==> config.mk <==
export PLATFORM = sky130hd
export DESIGN_NAME = ptw_walker
export DESIGN_NICKNAME = d
export VERILOG_FILES = /design/src/rtl/ptw_pkg.sv /design/src/rtl/ptw_addr_gen.sv /design/src/rtl/ptw_pte_check.sv /design/src/rtl/ptw_fsm.sv /design/src/rtl/ptw_walker.sv
export SDC_FILE = /design/constraint.sdc
export NUM_CORES = 1
export LEC_CHECK = 0
export BUFFER_PORTS_ARGS = -buffer_cell sky130_fd_sc_hd__buf_2
export CAP_MARGIN = 20
export CORE_MARGIN = 2
export CORE_UTILIZATION = 54
export DETAILED_ROUTE_END_ITERATION = 7
export GPL_TIMING_DRIVEN = 0
export PLACE_DENSITY_LB_ADDON = 0.3
export SYNTH_ARGS = -nofsm -noshare
export SYNTH_HDL_FRONTEND = slang
export SYNTH_SLANG_ARGS = --single-unit
==> constraint.sdc <==
create_clock -name clk -period 2.7 [get_ports clk]
set_clock_uncertainty 0.2 [all_clocks]
set_input_delay 0.135 -clock clk [delete_from_list [all_inputs] [get_ports clk]]
set_output_delay 0.135 -clock clk [all_outputs]
set_load 0.05 [all_outputs]
==> src/rtl/ptw_pkg.sv <==
package ptw_pkg;

    localparam int VPN_W   = 20;
    localparam int IDX_W   = 10;
    localparam int ADDR_W  = 32;
    localparam int WORD_W  = 32;
    localparam int PPN_W   = 20;
    localparam int LEVELS  = 2;
    localparam int ENTRY_SHIFT = 2;

    typedef enum logic [1:0] {
        ACC_READ  = 2'd0,
        ACC_WRITE = 2'd1,
        ACC_EXEC  = 2'd2,
        ACC_RSVD  = 2'd3
    } acc_e;

    typedef enum logic [1:0] {
        FLT_NONE        = 2'd0,
        FLT_NO_TABLE    = 2'd1,
        FLT_NOT_PRESENT = 2'd2,
        FLT_PERM        = 2'd3
    } flt_e;

    typedef enum logic [2:0] {
        ST_IDLE,
        ST_L1_REQ,
        ST_L1_WAIT,
        ST_L2_REQ,
        ST_L2_WAIT,
        ST_DONE
    } walk_st_e;

    function automatic logic [ADDR_W-1:0] entry_addr(
        input logic [ADDR_W-1:0] base,
        input logic [IDX_W-1:0]  idx
    );
        return base + ADDR_W'({idx, {ENTRY_SHIFT{1'b0}}});
    endfunction

endpackage

==> src/rtl/ptw_addr_gen.sv <==
module ptw_addr_gen
    import ptw_pkg::*;
(
    input  logic              sel_l2,
    input  logic [ADDR_W-1:0] root,
    input  logic [ADDR_W-1:0] ptr,
    input  logic [VPN_W-1:0]  vpn,
    output logic [ADDR_W-1:0] addr
);
    logic [ADDR_W-1:0] lvl_base [LEVELS];
    logic [ADDR_W-1:0] lvl_addr [LEVELS];

    assign lvl_base[0] = root;
    assign lvl_base[1] = ptr;

    // level 0 uses the top index field, each following level the next one down
    for (genvar l = 0; l < LEVELS; l++) begin : g_lvl
        localparam int HI = VPN_W - 1 - l * IDX_W;
        assign lvl_addr[l] = entry_addr(lvl_base[l], vpn[HI -: IDX_W]);
    end

    assign addr = sel_l2 ? lvl_addr[1] : lvl_addr[0];
endmodule

==> src/rtl/ptw_pte_check.sv <==
module ptw_pte_check
    import ptw_pkg::*;
(
    input  logic             pte_valid,
    input  logic [2:0]       pte_xwr,
    input  logic [PPN_W-1:0] pte_ppn,
    input  logic [1:0]       acc,
    output logic [1:0]       fault,
    output logic [PPN_W-1:0] ppn,
    output logic [2:0]       perm
);
    logic allow;

    always_comb begin
        case (acc)
            ACC_READ:  allow = pte_xwr[0];
            ACC_WRITE: allow = pte_xwr[1];
            ACC_EXEC:  allow = pte_xwr[2];
            default:   allow = 1'b0;
        endcase
    end

    always_comb begin
        if (!pte_valid)  fault = FLT_NOT_PRESENT;
        else if (!allow) fault = FLT_PERM;
        else             fault = FLT_NONE;
    end

    assign ppn  = (fault == FLT_NONE) ? pte_ppn : '0;
    assign perm = (fault == FLT_NONE) ? pte_xwr : '0;
endmodule

==> src/rtl/ptw_fsm.sv <==
module ptw_fsm
    import ptw_pkg::*;
(
    input  logic              clk,
    input  logic              rst,
    input  logic              req_valid,
    input  logic [VPN_W-1:0]  req_vpn,
    input  logic [1:0]        req_acc,
    input  logic [ADDR_W-1:0] root_base,
    input  logic              mem_req_ready,
    input  logic              mem_rsp_valid,
    input  logic [WORD_W-1:0] mem_rsp_data,
    input  logic [1:0]        chk_fault,
    input  logic [PPN_W-1:0]  chk_ppn,
    input  logic [2:0]        chk_perm,
    output logic              busy,
    output logic              mem_req_valid,
    output logic              sel_l2,
    output logic [VPN_W-1:0]  vpn_q,
    output logic [1:0]        acc_q,
    output logic [ADDR_W-1:0] root_q,
    output logic [ADDR_W-1:0] ptr_q,
    output logic              res_valid,
    output logic [1:0]        res_fault,
    output logic [PPN_W-1:0]  res_ppn,
    output logic [2:0]        res_perm
);
    walk_st_e state;

    assign busy          = (state != ST_IDLE);
    assign mem_req_valid = (state == ST_L1_REQ) || (state == ST_L2_REQ);
    assign sel_l2        = (state == ST_L2_REQ);

    always_ff @(posedge clk) begin
        if (rst) begin
            state     <= ST_IDLE;
            vpn_q     <= '0;
            acc_q     <= '0;
            root_q    <= '0;
            ptr_q     <= '0;
            res_valid <= 1'b0;
            res_fault <= '0;
            res_ppn   <= '0;
            res_perm  <= '0;
        end else begin
            res_valid <= 1'b0;
            case (state)
                ST_IDLE: begin
                    if (req_valid) begin
                        vpn_q  <= req_vpn;
                        acc_q  <= req_acc;
                        root_q <= root_base;
                        state  <= ST_L1_REQ;
                    end
                end
                ST_L1_REQ: begin
                    if (mem_req_ready) state <= ST_L1_WAIT;
                end
                ST_L1_WAIT: begin
                    if (mem_rsp_valid) begin
                        if (mem_rsp_data == '0) begin
                            res_fault <= FLT_NO_TABLE;
                            res_ppn   <= '0;
                            res_perm  <= '0;
                            res_valid <= 1'b1;
                            state     <= ST_DONE;
                        end else begin
                            ptr_q <= mem_rsp_data;
                            state <= ST_L2_REQ;
                        end
                    end
                end
                ST_L2_REQ: begin
                    if (mem_req_ready) state <= ST_L2_WAIT;
                end
                ST_L2_WAIT: begin
                    if (mem_rsp_valid) begin
                        res_fault <= chk_fault;
                        res_ppn   <= chk_ppn;
                        res_perm  <= chk_perm;
                        res_valid <= 1'b1;
                        state     <= ST_DONE;
                    end
                end
                ST_DONE: state <= ST_IDLE;
                default: state <= ST_IDLE;
            endcase
        end
    end

    AST_REQ_HOLD: assert property (@(posedge clk) disable iff (rst)
        mem_req_valid && !mem_req_ready |=> mem_req_valid);
    AST_RES_SINGLE: assert property (@(posedge clk) disable iff (rst)
        res_valid |=> !res_valid);
    AST_IDLE_SILENT: assert property (@(posedge clk) disable iff (rst)
        !busy |-> !mem_req_valid && !res_valid);
    AST_NULL_PTR: assert property (@(posedge clk) disable iff (rst)
        (state == ST_L1_WAIT) && mem_rsp_valid && (mem_rsp_data == '0)
        |=> res_valid && (res_fault == FLT_NO_TABLE));
    AST_FAULT_CLEAN: assert property (@(posedge clk) disable iff (rst)
        res_valid && (res_fault != FLT_NONE) |-> (res_ppn == '0) && (res_perm == '0));
    AST_STRAY_RSP: assert property (@(posedge clk) disable iff (rst)
        (state == ST_IDLE) && mem_rsp_valid && !req_valid |=> !busy);
endmodule

==> src/rtl/ptw_walker.sv <==
module ptw_walker
    import ptw_pkg::*;
(
    input  logic        clk,
    input  logic        rst,
    input  logic        req_valid,
    input  logic [19:0] req_vpn,
    input  logic [1:0]  req_acc,
    input  logic [31:0] root_base,
    output logic        busy,
    output logic        mem_req_valid,
    output logic [31:0] mem_req_addr,
    input  logic        mem_req_ready,
    input  logic        mem_rsp_valid,
    input  logic [31:0] mem_rsp_data,
    output logic        res_valid,
    output logic [1:0]  res_fault,
    output logic [19:0] res_ppn,
    output logic [2:0]  res_perm
);
    logic              sel_l2;
    logic [VPN_W-1:0]  vpn_q;
    logic [1:0]        acc_q;
    logic [ADDR_W-1:0] root_q;
    logic [ADDR_W-1:0] ptr_q;
    logic [1:0]        chk_fault;
    logic [PPN_W-1:0]  chk_ppn;
    logic [2:0]        chk_perm;

    ptw_fsm u_fsm (
        .clk           (clk),
        .rst           (rst),
        .req_valid     (req_valid),
        .req_vpn       (req_vpn),
        .req_acc       (req_acc),
        .root_base     (root_base),
        .mem_req_ready (mem_req_ready),
        .mem_rsp_valid (mem_rsp_valid),
        .mem_rsp_data  (mem_rsp_data),
        .chk_fault     (chk_fault),
        .chk_ppn       (chk_ppn),
        .chk_perm      (chk_perm),
        .busy          (busy),
        .mem_req_valid (mem_req_valid),
        .sel_l2        (sel_l2),
        .vpn_q         (vpn_q),
        .acc_q         (acc_q),
        .root_q        (root_q),
        .ptr_q         (ptr_q),
        .res_valid     (res_valid),
        .res_fault     (res_fault),
        .res_ppn       (res_ppn),
        .res_perm      (res_perm)
    );

    ptw_addr_gen u_addr (
        .sel_l2 (sel_l2),
        .root   (root_q),
        .ptr    (ptr_q),
        .vpn    (vpn_q),
        .addr   (mem_req_addr)
    );

    // entry layout: [0] present, [1] dirty, [4:2] {x,w,r}, [31:12] page number
    ptw_pte_check u_chk (
        .pte_valid (mem_rsp_data[0]),
        .pte_xwr   (mem_rsp_data[4:2]),
        .pte_ppn   (mem_rsp_data[WORD_W-1 -: PPN_W]),
        .acc       (acc_q),
        .fault     (chk_fault),
        .ppn       (chk_ppn),
        .perm      (chk_perm)
    );

    AST_ADDR_HOLD: assert property (@(posedge clk) disable iff (rst)
        mem_req_valid && !mem_req_ready |=> $stable(mem_req_addr));
endmodule

# After elaboration in Yosys (flattened, before gate mapping)
# Index checks and enable logic that the tools add are counted.
[totals] regBits=115 input_bits=91 output_inout_bits=60 wordCells=64
[op_classes] addsub=2 n_eq_ne=12 muxes=29 n_bitwise=1 n_reduce_logical=11
[ops] cell="$mux 20" n=4
[ops] cell="$add 32x12->32" n=2
[ops] cell="$pmux 20 s2" n=1
[ops] cell="$logic_not 32->1" n=1
[ops] cell="$mux 32" n=1
[ops] cell="$mux 3" n=10
[ops] cell="$pmux 3 s5" n=1
[ops] cell="$mux 2" n=5
[ops] cell="$ne 2x2->1 const B" n=5
[ops] cell="$eq 3x2->1 const B" n=2
[ops] cell="$pmux 3 s2" n=1
[ops] cell="$reduce_and 5->1" n=1
[ops] cell="$logic_not 2->1" n=2
[ops] cell="$pmux 2 s2" n=1
[ops] cell="$reduce_and 4->1" n=1
[ops] cell="$eq 3x1->1 const B" n=1
[ops] cell="$eq 3x3->1 const B" n=1
[ops] cell="$logic_not 3->1" n=1
[ops] cell="$mux 1" n=3
[ops] cell="$pmux 1 s3" n=1
[ops] cell="$reduce_and 3->1" n=1
[ops] cell="$reduce_bool 3->1" n=1
[ops] cell="$eq 2x1->1 const B" n=1
[ops] cell="$eq 2x2->1 const B" n=1
[ops] cell="6 further kinds" n=6

# Logic depth before layout (Yosys ltp)
[depth] word_depth=8 depth_mapped=9 depth_no_buf=8

# Modules after synthesis
# Synthesis repeated with hierarchy kept, for this count alone.
[hier_totals] hier_cells=789 hier_area_um2=6941.7
[by_module_without_submodules] module="ptw_fsm" instances=1 cells_per_inst=486 area_per_inst_um2=4504.3 seq_area_each_um2=2302.2
[by_module_without_submodules] module="ptw_addr_gen" instances=1 cells_per_inst=264 area_per_inst_um2=2050.7 seq_area_each_um2=0.0
[by_module_without_submodules] module="ptw_pte_check" instances=1 cells_per_inst=39 area_per_inst_um2=386.6 seq_area_each_um2=0.0

# Worst setup path after synthesis
# OpenSTA, ideal clock, no wires.
[synth_timing] path_kind="register to output" startpoint="register u_fsm.ptr_q[2]" endpoint="output port mem_req_addr[24]" arrival_time_ns=3.066 t_required_ns=2.365 setup_slack_ns=-0.701 path_stages_with_launch=9 path_buffers=0 cell_sequence="dfxtp_1 > ha_1 > fa_1 > a21o_1 > a22o_1 > o311ai_2 > nor2_1 > xnor2_1 > o21ai_0"
[synth_via] elab_chain_cells=2
[synth_rtl] element="start, declared" line="ptw_fsm.sv:22" source="output logic [ADDR_W-1:0] ptr_q,"
[synth_rtl] element="start signal, assigned" line="ptw_fsm.sv:68" source="ptr_q <= mem_rsp_data;"
[synth_rtl] element="$add 32x12->32" line="ptw_pkg.sv:38" source="return base + ADDR_W'({idx, {ENTRY_SHIFT{1'b0}}});"
[synth_rtl] element="$mux 32" line="ptw_addr_gen.sv:22" source="assign addr = sel_l2 ? lvl_addr[1] : lvl_addr[0];"
[synth_rtl] element="end, declared" line="ptw_walker.sv:12" source="output logic [31:0] mem_req_addr,"
# No other way between the ends.

# Final worst setup path
[layout_timing] startpoint="register u_fsm.ptr_q[2]" endpoint="output port mem_req_addr[20]"
# Same word-level chain as after synthesis.

==> impl_metrics.env <==
export IMPL_cts_tree="done"
export IMPL_violations="negative setup slack"
export IMPL_viasPerCell=6.25
export IMPL_synth_top_family_by_area="simple AND/OR/NAND/NOR gates"
export IMPL_netlist_area_um2=6110
export IMPL_synthDistinctLibCells=53
export IMPL_die_w_um=110
export IMPL_syn_area_per_cell_um2=8.24
export IMPL_cp_start_kind="register"
export IMPL_vias=7337
export IMPL_use_met2=0.635
export IMPL_die_y_um=110
export IMPL_cp_max_fo=5
export IMPL_period_share=1.21
export IMPL_ys_seq_elements=115
export IMPL_h_tree_depth=4
export IMPL_synth_compound_area_frac=0.172
export IMPL_crit_path_end_kind="output port"
export IMPL_r2r_setup_slack_ns=-0.03
export IMPL_slew_violations=0
export IMPL_cp_required_ns=2.37
export IMPL_grt_pass1_wl_um=34600
export IMPL_ys_seq_area_frac=0.377
export IMPL_antenna_found_initial=0
export IMPL_grt_usage=0.350
export IMPL_rows=38
export IMPL_synth_async_sr_flop_share=0
export IMPL_seqCellArea_um2=2320
export IMPL_root_buffer="clkbuf_16"
export IMPL_start_util=0.559
export IMPL_power_leakage_nw=3.83
export IMPL_grt_busiest_layer="met2"
export IMPL_syn_num_nets=855
export IMPL_fmax_mhz=307
export IMPL_port_buffers=150
export IMPL_worst_slew_pin_slew_ns=0.902
export IMPL_synthFlopType="dfxtp_1"
export IMPL_synth_mux_area_frac=0.0860
export IMPL_grt_max_degree=17
export IMPL_irDropWorstVdd_uv=510
export IMPL_n_antenna_cell=0
export IMPL_cts_buffer_depth=2
export IMPL_ant_nets=0
export IMPL_final_nets=1133
export IMPL_rsz0062_at_grt="true"
export IMPL_cp_slowest_stage_delay_ns=0.40
export IMPL_grtUsageMet3=0.0714
export IMPL_dp_hpwl_um=12600
export IMPL_critPathMostFrequentCell="buf_6"
export IMPL_synthXorXnorAreaFrac=0.0716
export IMPL_routedWlPerCell_um=20.7
export IMPL_cts_made_buffers=17
export IMPL_firstDrtPassIters=5
export IMPL_syn_inst=742
export IMPL_die_area_um2=12200
export IMPL_drc_errors=0
export IMPL_max_cap_viol_count=0
export IMPL_grt_pass1_vias=7094
export IMPL_core_area_um2=10900
export IMPL_multi_input_area_um2=4210
export IMPL_drt_iter0_drc=876
export IMPL_synth_edf_count=0
export IMPL_holdCritPathClass="in -> reg"
export IMPL_setup_viol=28
export IMPL_synthSimpleGateAreaFrac=0.211
export IMPL_fin_tns_setup_ns=-8.47
export IMPL_critPathKind="reg -> out"
export IMPL_final_layout_size_suffix_gt1_frac=0.313
export IMPL_n_fill_cell=533
export IMPL_cp_arrival_ns=2.92
export IMPL_status="finished, violations left"
export IMPL_cellPowerDensity_nw_per_um2=544
export IMPL_path_delay_family="compound AO/OA/AOI/OAI gates"
export IMPL_grt_overflow=0
export IMPL_worst_slack_ns=-0.559
export IMPL_clk_latency_ns=0.42
export IMPL_maxSlewHeadroom=0.393
export IMPL_cts_sinks=115
export IMPL_hold_viol_final=0
export IMPL_post_route_min_period_ns=3.26
export IMPL_place_inst=1032
export IMPL_synth_warnings=0
export IMPL_cp_buffers_inverters=2
export IMPL_critical_path_slowest_cell="fa_2"
export IMPL_instances_no_fill=1173
export IMPL_place_gp_congestion=0.941
export IMPL_drt_total_wl_um=24300
export IMPL_synthAdderAreaFrac=0.0475
export IMPL_cp_cell_sequence="ha_4, fa_2, a21o_1, a22o_1, o311ai_4, buf_6, nor4_4, xnor2_1, mux2i_2, buf_6"
export IMPL_use_met1=0.381
export IMPL_path_clk_slew_ns=0.06
export IMPL_ios=151
export IMPL_area_growth_syn_to_layout_pct=55.4
-- Yosys cell counts, types with 3 or more instances --
library cell	number	area, um2
a31oi_1	3	18.8
o211ai_1	4	30.0
and4_1	5	43.8
nand2b_1	5	31.3
xor2_1	7	61.3
o21a_1	8	60.1
nand2_1	140	526
a22o_1	24	210
ha_1	20	250
nand4_1	5	31.3
nand3_1	12	60.1
nor2_1	54	203
buf_2	4	20.0
nor2b_1	6	37.5
mux2i_1	48	480
a211oi_1	8	60.1
clkbuf_1	36	135
a21o_1	4	30.0
dfxtp_1	115	2300
or3_1	3	18.8
a21oi_1	82	410
xnor2_1	43	377
mux2_2	4	45.0
o21ai_0	17	85.1
inv_1	13	48.8
nor3_1	23	115
nor4_1	13	81.3
-- layout by cell type, fill, tap and decap left out, drive strengths merged, types with 5 or more instances in the layout --
cell / count
mux2i: 48
nand2b: 5
nor2b: 6
xnor2: 43
nor4: 13
dlygate4sd3: 90
nand2: 140
inv: 16
o21ai: 19
xor2: 7
clkbuf: 47
nor3: 24
ha: 20
clkinv: 6
nand4: 5
a21oi: 82
o21a: 8
nor2: 54
dfxtp: 115
a211oi: 8
a22o: 24
buf: 181
nand3: 13
and4: 5
-- worst min-delay path: stages --
cell and delay [ns]:
buf_2 0.11, nand2_1 0.24, nand2_1 0.15, a21oi_1 0.05
-- area by class of cell --
| type | count | share of cell area |
|---|---|---|
| plain buffers | 34 | 0.0172 |
| clock buffers | 18 | 0.0462 |
| clock inverters | 14 | 0.0162 |
| inverters | 13 | 0.00513 |
| multi-input cells | 573 | 0.443 |
| flip-flops and latches | 115 | 0.244 |
| well taps | 140 | 0.0184 |
| repair buffers | 266 | 0.210 |
-- logic make-up (layout without fill, tap and decap cells) --
family	count (synthesis)	count (layout)
flip-flops	115	115
adder cells (fa/ha/maj)	22	22
multiplexers	52	52
AND/OR/NAND/NOR	281	281
AO/OA/AOI/OAI	168	168
buffers and inverters	54	345
XOR/XNOR	50	50
-- metrics by stage --
step | instance area, um2 | total power [W] | hold slack (ns) | util | setup slack [ns]
2_1_floorplan | 6250 | 0.00241 | 0.0607 | - | -0.307
3_3_place_gp | 7180 | 0.00264 | 0.177 | 0.657 | -0.309
3_5_place_dp | 7180 | 0.00266 | 0.181 | 0.657 | -0.352
4_1_cts | 9270 | 0.00504 | 0.119 | 0.848 | -0.478
5_1_grt | 9500 | 0.00531 | 0.163 | 0.869 | -0.629
6_report | 9500 | 0.00517 | 0.123 | 0.869 | -0.559
-- sequential cells by signal, summed over array words and instances, names as in the netlist --
register,cells
u_fsm.res_ppn,20
u_fsm.res_perm,3
u_fsm.ptr_q,32
u_fsm.vpn_q,20
u_fsm.root_q,32
u_fsm.state,3
u_fsm.res_valid,1
u_fsm.res_fault,2
u_fsm.acc_q,2
-- path summary, 6_finish.rpt --
path | startpoint | end | depth (start not counted)
max | u_fsm.ptr_q[2] | mem_req_addr[20] | 10
min | req_valid | u_fsm.vpn_q[0] | 4
max reg2reg | u_fsm.state[0] | u_fsm.ptr_q[16] | 6
min reg2reg | u_fsm.res_fault[0] | u_fsm.res_fault[0] | 1
-- layer usage --
layer  wire (um)  vias to the layer above  part of all wire
met2       12000                      533              0.50
met4        1790                        0             0.074
met3        1990                      183             0.082
met1        8440                     3448              0.35
met5           0                        -                 0
li1            -                     3173                 -
-- timing repair --
| action | CTS | global route |
|---|---|---|
| setup endpoints to repair | 28 | 78 |
| pin swaps | 23 | 23 |
| hold buffers | 90 | 0 |
| gates resized for setup | 110 | 58 |
| buffers inserted | 20 | 7 |
| hold endpoints to repair | 113 | 0 |
| cloned | 1 | 0 |
-- where the power goes --
part / total (W) / leakage [nW] / switching [W] / internal [W]
registers: 0.00185 / 0.940 / 0.0000863 / 0.00177
clock network: 0.00229 / 0.283 / 0.000898 / 0.00139
logic: 0.00102 / 2.61 / 0.000607 / 0.000416
Power figures use the tool's default switching activity.
